===== src/rtl/recip_div_pkg.sv =====
package recip_div_pkg;
  localparam int unsigned DEF_DW = 32;

  function automatic int unsigned shift_bits(input int unsigned dw);
    return $clog2(dw);
  endfunction
endpackage


===== src/rtl/recip_mul_stage.sv =====
module recip_mul_stage
  import recip_div_pkg::*;
#(
  parameter int unsigned DW = DEF_DW,
  localparam int unsigned SW = shift_bits(DW),
  localparam int unsigned PW = 2 * DW
) (
  input  logic          clk_i,
  input  logic          rst_ni,
  input  logic          en_i,
  input  logic          valid_i,
  input  logic [DW-1:0] dividend_i,
  input  logic [DW-1:0] recip_i,
  input  logic          wide_i,
  input  logic [SW-1:0] shift_i,
  output logic          valid_o,
  output logic [PW-1:0] prod_o,
  output logic [DW-1:0] corr_o,
  output logic [SW-1:0] shift_o
);
  logic          bypass;
  logic [DW-1:0] corr_mask;
  logic [PW-1:0] prod_d;

  assign bypass    = (recip_i == '0);
  assign corr_mask = {DW{wide_i & ~bypass}};
  assign prod_d    = bypass ? {dividend_i, {DW{1'b0}}}
                            : {{DW{1'b0}}, dividend_i} * {{DW{1'b0}}, recip_i};

  always_ff @(posedge clk_i or negedge rst_ni) begin
    if (!rst_ni) begin
      valid_o <= 1'b0;
      prod_o  <= '0;
      corr_o  <= '0;
      shift_o <= '0;
    end else if (en_i) begin
      valid_o <= valid_i;
      if (valid_i) begin
        prod_o  <= prod_d;
        corr_o  <= corr_mask & (dividend_i >> 1);
        shift_o <= shift_i;
      end
    end
  end


  bypass_load_chk: assert property (@(posedge clk_i) disable iff (!rst_ni)
    en_i && valid_i && recip_i == '0 |=> prod_o[PW-1:DW] == $past(dividend_i) && corr_o == '0);
endmodule


===== src/rtl/recip_fix_stage.sv =====
module recip_fix_stage
  import recip_div_pkg::*;
#(
  parameter int unsigned DW = DEF_DW,
  parameter bit          SPLIT_CARRY = 1'b1,
  localparam int unsigned SW = shift_bits(DW),
  localparam int unsigned PW = 2 * DW
) (
  input  logic          clk_i,
  input  logic          rst_ni,
  input  logic          en_i,
  input  logic          valid_i,
  input  logic [PW-1:0] prod_i,
  input  logic [DW-1:0] corr_i,
  input  logic [SW-1:0] shift_i,
  output logic          valid_o,
  output logic [DW-1:0] hi_o,
  output logic [SW-1:0] shift_o
);
  logic [DW-1:0] hi_d;

  generate
    if (SPLIT_CARRY) begin : g_split
      logic [DW:0] lo_sum;
      assign lo_sum = {1'b0, prod_i[DW-1:0]} + {1'b0, corr_i};
      assign hi_d   = prod_i[PW-1:DW] + {{(DW-1){1'b0}}, lo_sum[DW]};
    end else begin : g_full
      logic [PW-1:0] sum;
      assign sum  = prod_i + {{DW{1'b0}}, corr_i};
      assign hi_d = sum[PW-1:DW];
    end
  endgenerate

  always_ff @(posedge clk_i or negedge rst_ni) begin
    if (!rst_ni) begin
      valid_o <= 1'b0;
      hi_o    <= '0;
      shift_o <= '0;
    end else if (en_i) begin
      valid_o <= valid_i;
      if (valid_i) begin
        hi_o    <= hi_d;
        shift_o <= shift_i;
      end
    end
  end


  carry_step_chk: assert property (@(posedge clk_i) disable iff (!rst_ni)
    en_i && valid_i |=> hi_o == $past(prod_i[PW-1:DW]) || hi_o == $past(prod_i[PW-1:DW]) + 1'b1);


  no_corr_chk: assert property (@(posedge clk_i) disable iff (!rst_ni)
    en_i && valid_i && corr_i == '0 |=> hi_o == $past(prod_i[PW-1:DW]));
endmodule


===== src/rtl/recip_shift_stage.sv =====
module recip_shift_stage
  import recip_div_pkg::*;
#(
  parameter int unsigned DW = DEF_DW,
  localparam int unsigned SW = shift_bits(DW)
) (
  input  logic          clk_i,
  input  logic          rst_ni,
  input  logic          en_i,
  input  logic          valid_i,
  input  logic [DW-1:0] hi_i,
  input  logic [SW-1:0] shift_i,
  output logic          valid_o,
  output logic [DW-1:0] q_o
);
  logic [DW-1:0] stg [SW+1];

  assign stg[0] = hi_i;

  generate
    for (genvar i = 0; i < SW; i++) begin : g_bs
      localparam int unsigned AMT = 1 << i;
      assign stg[i+1] = shift_i[i] ? (stg[i] >> AMT) : stg[i];
    end
  endgenerate

  always_ff @(posedge clk_i or negedge rst_ni) begin
    if (!rst_ni) begin
      valid_o <= 1'b0;
      q_o     <= '0;
    end else if (en_i) begin
      valid_o <= valid_i;
      if (valid_i) q_o <= stg[SW];
    end
  end


  shift_shrinks_chk: assert property (@(posedge clk_i) disable iff (!rst_ni)
    en_i && valid_i |=> q_o <= $past(hi_i));
endmodule


===== src/rtl/recip_divider.sv =====
module recip_divider
  import recip_div_pkg::*;
#(
  parameter int unsigned DW = DEF_DW,
  localparam int unsigned SW = shift_bits(DW),
  localparam int unsigned PW = 2 * DW
) (
  input  logic          clk_i,
  input  logic          rst_ni,
  input  logic          in_valid_i,
  output logic          in_ready_o,
  input  logic [DW-1:0] dividend_i,
  input  logic [DW-1:0] recip_i,
  input  logic          wide_i,
  input  logic [SW-1:0] shift_i,
  output logic          out_valid_o,
  input  logic          out_ready_i,
  output logic [DW-1:0] quotient_o
);
  logic          adv;
  logic          s1_valid, s2_valid;
  logic [PW-1:0] s1_prod;
  logic [DW-1:0] s1_corr, s2_hi;
  logic [SW-1:0] s1_shift, s2_shift;

  // whole pipe stalls only when the output is held
  assign adv        = ~out_valid_o | out_ready_i;
  assign in_ready_o = adv;

  recip_mul_stage #(.DW(DW)) u_mul (
    .clk_i, .rst_ni, .en_i(adv), .valid_i(in_valid_i),
    .dividend_i, .recip_i, .wide_i, .shift_i,
    .valid_o(s1_valid), .prod_o(s1_prod), .corr_o(s1_corr), .shift_o(s1_shift)
  );

  recip_fix_stage #(.DW(DW)) u_fix (
    .clk_i, .rst_ni, .en_i(adv), .valid_i(s1_valid),
    .prod_i(s1_prod), .corr_i(s1_corr), .shift_i(s1_shift),
    .valid_o(s2_valid), .hi_o(s2_hi), .shift_o(s2_shift)
  );

  recip_shift_stage #(.DW(DW)) u_shf (
    .clk_i, .rst_ni, .en_i(adv), .valid_i(s2_valid),
    .hi_i(s2_hi), .shift_i(s2_shift),
    .valid_o(out_valid_o), .q_o(quotient_o)
  );


  out_hold_chk: assert property (@(posedge clk_i) disable iff (!rst_ni)
    out_valid_o && !out_ready_i |=> out_valid_o && $stable(quotient_o));


  accept_lat_chk: assert property (@(posedge clk_i) disable iff (!rst_ni)
    in_valid_i && in_ready_o |=> s1_valid);


  stage_adv_chk: assert property (@(posedge clk_i) disable iff (!rst_ni)
    s2_valid && out_ready_i |=> out_valid_o);
endmodule


===== config.mk =====
export PLATFORM = sky130hd
export DESIGN_NAME = recip_divider
export DESIGN_NICKNAME = d
export VERILOG_FILES = /design/src/rtl/recip_div_pkg.sv /design/src/rtl/recip_mul_stage.sv /design/src/rtl/recip_fix_stage.sv /design/src/rtl/recip_shift_stage.sv /design/src/rtl/recip_divider.sv
export SDC_FILE = /design/constraint.sdc
export NUM_CORES = 2
export LEC_CHECK = 0
export ABC_AREA = 1
export ABC_CLOCK_PERIOD_IN_PS = 3200
export BUFFER_PORTS_ARGS = -buffer_cell sky130_fd_sc_hd__buf_2
export CELL_PAD_IN_SITES_DETAIL_PLACEMENT = 1
export CELL_PAD_IN_SITES_GLOBAL_PLACEMENT = 1
export CORE_MARGIN = 2
export CORE_UTILIZATION = 50
export CTS_BUF_LIST = sky130_fd_sc_hd__clkbuf_4
export DETAILED_ROUTE_END_ITERATION = 16
export PLACE_DENSITY = 0.86
export SETUP_SLACK_MARGIN = 0.5
export SLEW_MARGIN = 40
export SYNTH_ARGS = -nofsm -noshare
export SYNTH_HDL_FRONTEND = slang
export SYNTH_SLANG_ARGS = --single-unit
export TNS_END_PERCENT = 5

===== constraint.sdc =====
create_clock -name clk_i -period 3.2 [get_ports clk_i]
set_input_delay 0.64 -clock clk_i [delete_from_list [all_inputs] [get_ports clk_i]]
set_output_delay 0.64 -clock clk_i [all_outputs]
set_load 0.01 [all_outputs]

== After elaboration in Yosys (flattened, before gate mapping) ==
Cells that the tools add are included.

* Bits in registers: 173
* Bits of input ports: 74
* Output and inout port bits: 34
* Logic and storage cells: 27

* Add/subtract/negate cells: 2
* Multiply operators: 1
* Mux-type cells: 6
* Bitwise gates (word level): 5
* Reductions and logical operators: 4

{| class="wikitable"
|+ Operators with widths
! operator !! number
|-
| $mux W32 || 5
|-
| $mul A32 B32 Y64 || 1
|-
| $mux W64 || 1
|-
| $add A32 B32 Y33 || 1
|-
| $add A32 B1 Y32 || 1
|-
| $and A32 B31 Y32 || 1
|-
| $logic_not A32 Y1 || 1
|-
| $reduce_and A2 Y1 || 3
|-
| $not A1 Y1 || 2
|-
| $and A1 B1 Y1 || 1
|-
| $or A1 B1 Y1 || 1
|}

== Logic depth before layout (Yosys ltp) ==
* Depth after elaboration: 5
* Mapped depth: 33

== By module ==
From an unflattened synthesis, not the netlist that was laid out.

* Cell total of the unflattened synthesis: 6353
* Area, all modules: 45919.0 um^2

{| class="wikitable"
|+ By module, submodules not included
! module !! instances !! cells each !! area each (um^2)
|-
| recip_mul_stage || 1 || 5485 || 40143.5
|-
| recip_fix_stage || 1 || 436 || 3064.2
|-
| recip_shift_stage || 1 || 430 || 2703.8
|-
| recip_divider || 1 || 2 || 7.5
|}

== Least setup slack after synthesis ==
OpenSTA, ideal clock, no wires.

* Path kind: input -> register
* Start point: input port dividend_i[25]
* End point: register u_mul.prod_o[35]
* Arrival: 6.575 ns
* Required time: 3.067 ns
* Path slack: -3.508 ns
* Stages on the path: 28
* Cells stage by stage: clkbuf_1 > clkbuf_1 > nand2_1 > inv_1 > fa_1 > fa_1 > inv_1 > fa_1 > fa_1 > inv_1 > fa_1 > fa_1 > fa_1 > inv_1 > fa_1 > inv_1 > ha_1 > nand2_1 > nor2_1 > inv_1 > nor2_1 > inv_1 > o21bai_1 > inv_1 > nand3_1 > nand2_1 > o21ai_0 > o21ai_0

* Longest elaborated chain between the ends: 2

{| class="wikitable"
|+ Ends and longest elaborated chain
! element !! RTL line !! source
|-
| start: declaration || recip_divider.sv:12 || <nowiki>input logic [DW-1:0] dividend_i,</nowiki>
|-
| $mul A32 B32 Y64 || recip_mul_stage.sv:28 || <nowiki>: {{DW{1'b0}}, dividend_i} * {{DW{1'b0}}, recip_i};</nowiki>
|-
| $mux W64 || recip_mul_stage.sv:27 || <nowiki>assign prod_d = bypass ? {dividend_i, {DW{1'b0}}}</nowiki>
|-
| end signal: assignment || recip_mul_stage.sv:39 || <nowiki>prod_o <= prod_d;</nowiki>
|-
| end: declaration || recip_mul_stage.sv:17 || <nowiki>output logic [PW-1:0] prod_o,</nowiki>
|}

Every way passes these cells.
A chain may end at the register's enable or synchronous reset.

== Worst setup path in the final report ==
* Start point: input port dividend_i[19]
* End point: register u_mul.prod_o[47]

Same word-level chain as after synthesis.

==> reports/results.tsv <==
metric	value	unit
status	finished, violations left	
failing checks	capacitance limit, slew limit, setup timing	
Worst Path Buf+Inv	6	
maxcap violations	1	
Highest Signal Layer	met5	
routed wl met3	36.58	mm
Post-synth EDFFs	0	
Synth area leaders	fa_1, nand2_1, inv_1	
met2 WL post-DR	109.4	mm
Synth Warn #	0	
Yosys reg bits	172	
share of flip-flops with an asynchronous set or reset	100.0	%
average wire per standard cell	32.94	microns
root buf cell	clkbuf_4	
Most common cell on crit path	nand2_1	
CTS Hold Bufs	0	
Initial Util	50.49	%
initial antenna violation count	24	
Vias per Instance	6.386	
vias in the first global route	52040	
cell area after synthesis	45440	sq um
Pins Over Slew Limit	2	
top_reg_cell synth	dfrtp_1	
clock tree buffer depth	2	
most common cell in the netlist	nand2_1	
Cell variety after synth	48	
crit path time final	7857	ps
number of remaining DRC errors	0	
Worst-path clk slew	180	ps
delay-heaviest family, CP	adder cells	
number of H-tree levels	4	
area grow syn2layout	19.38	%
M1 WL	76.84	mm
Sequential Area	4305	sq um
Final Hold Fails	0	
Site Rows	110	
Mean Syn Cell Area	7.272	sq um
die footprint	93310	sq um
Setup Skew	51.97	ps
top cell type's share of synthesized area	39.47	%
CTS tree	yes	
largest net degree at the start of global routing	71	
drt first pass iters	13	
first-pass GRT wire length	308.4	mm
Placeable Area	90010	sq um
Arr. time, crit path	8380	ps
Worst setup SP type	primary input	
unrepaired setup endpoints after global routing	true	
fmax	127.3	MHz
Clock Sink Count	172	
Detailed Route Iter0 Violations	7505	
setup ws final	-4657	ps
area leader, netlist	fa_1	
Final Util	60.27	%
Post-DRT Antenna Nets	0	
layout cell share with drive strength beyond 1	16.83	%
Final Cycle Share	245.5	%
top post-synthesis cells by count	nand2_1, inv_1, fa_1, ha_1, clkbuf_1	
port bufs	107	
crit path max fanout	5	
HP Class	in -> async	
synthesized instance count	6249	
total grt overflow	0	
Total Neg Setup Slack	-233450	ps
Final setup viols	98	
worst-margin pin slew	1503	ps
Max-Slew Margin vs Limit	-1.142	%
post-DP HPWL	154.5	mm
via count	50074	
Stages on worst setup path	29	
RePlAce Congestion	0.9485	
area of the multi-input gates	35040	sq um
reg2reg path depth	21	
final net count	7894	
Fill cells	11202	
Setup CP Type	in -> reg	
GRT Overall Usage	44.11	%
clock latency at the later pin of the worst-skew pair	640	ps
CP Capture Type	flip-flop	
DIE HEIGHT	305.5	microns
DRT Wirelength	258.3	mm
CP max-delay cell	fa_1	
Critical Path RT	3730	ps
Syn Nets	7514	
sequential share of the synthesized area	9.472	%
final hold slack	6.287	ps
CP peak stage delay	790	ps
I/O pin total	108	
Die X	305.5	microns
CTS buffer count	17	
-- area by class of cell --
type	count	share of cell area, %
Multi-Input combinational cell	3985	64.60
Antenna cell	23	0.1061
Tap cell	1176	2.712
Timing Repair Buffer	681	11.88
Clock inverter	14	0.2422
Sequential cell	172	7.936
Inverter	1772	12.28
Clock buffer	18	0.2491
-- through the flow --
step / instance area, sq um / setup slack, ps / cells
6_report: 54250 / -4657 / 7841
5_1_grt: 54220 / -4938 / 7829
4_1_cts: 52720 / -3363 / 7766
3_5_place_dp: 50980 / -4637 / 7712
3_3_place_gp: 50970 / -4227 / 7712
2_1_floorplan: 46600 / -3223 / 6249
-- cells in the final DEF, fill, tap and decap left out, drive strengths merged, types with 9 or more instances in the layout --
cell,n
nor2,180
o21bai,12
nand3,109
nor4,13
clkbuf,29
o21ai,180
or2,15
diode,23
buf,669
o211ai,17
ha,295
dfrtp,172
and2,9
nand4,25
inv,1775
nor3,23
nand2,2074
xnor2,15
xor2,23
a21oi,63
fa,896
-- path summary, 6_finish.rpt --
check	startpoint	end	slack, ps
max in group asynchronous	rst_ni	u_fix.hi_o[14]$_DFFE_PN0P_	2380
worst min register to register	u_shf.q_o[23]$_DFFE_PN0P_	u_shf.q_o[23]$_DFFE_PN0P_	500
min in group clk_i	shift_i[2]	u_mul.shift_o[2]$_DFFE_PN0P_	200
worst max-delay path	dividend_i[19]	u_mul.prod_o[47]$_DFFE_PN0P_	-4660
worst max register to register	u_mul.prod_o[1]$_DFFE_PN0P_	u_fix.hi_o[26]$_DFFE_PN0P_	-260
worst min-delay path	rst_ni	u_mul.prod_o[51]$_DFFE_PN0P_	6
-- routing by layer --
metal  up-vias  track usage, %
met4        31           36.28
met5         -               0
met2      4944           73.41
met3      2657           11.31
met1     24032           47.43
li1      18410               -
-- timing repair --
action,4_1_cts,5_1_grt
pin swaps,80,100
buffers inserted,19,41
resized for setup,324,251
cloned,3,11
endpoints found under the setup margin,85,89
-- state kept, by name, summed over array words and instances (netlist names) --
name,count
u_mul.prod_o,64
u_fix.shift_o,5
u_mul.corr_o,31
u_shf.q_o,32
u_fix.valid_o,1
u_mul.valid_o,1
u_fix.hi_o,32
u_mul.shift_o,5
u_shf.valid_o,1
-- cell families (layout without fill, tap and decap cells) --
family	after synthesis	after routing	share of synthesized area [%]
DFF	172	172	9.472
and+or+nand+nor	2453	2453	21.10
xor gates and xnor gates	38	38	0.7324
AOI/OAI and AO/OA	299	299	3.632
muxes	4	4	0.08811
other	0	23	0
adders and majority gates	1191	1191	47.59
buffers and inverters	2092	2485	17.38
Power is left out: the tool's default activity adds up to more than one toggle a clock period on the data nets, which glitch-free logic cannot reach.
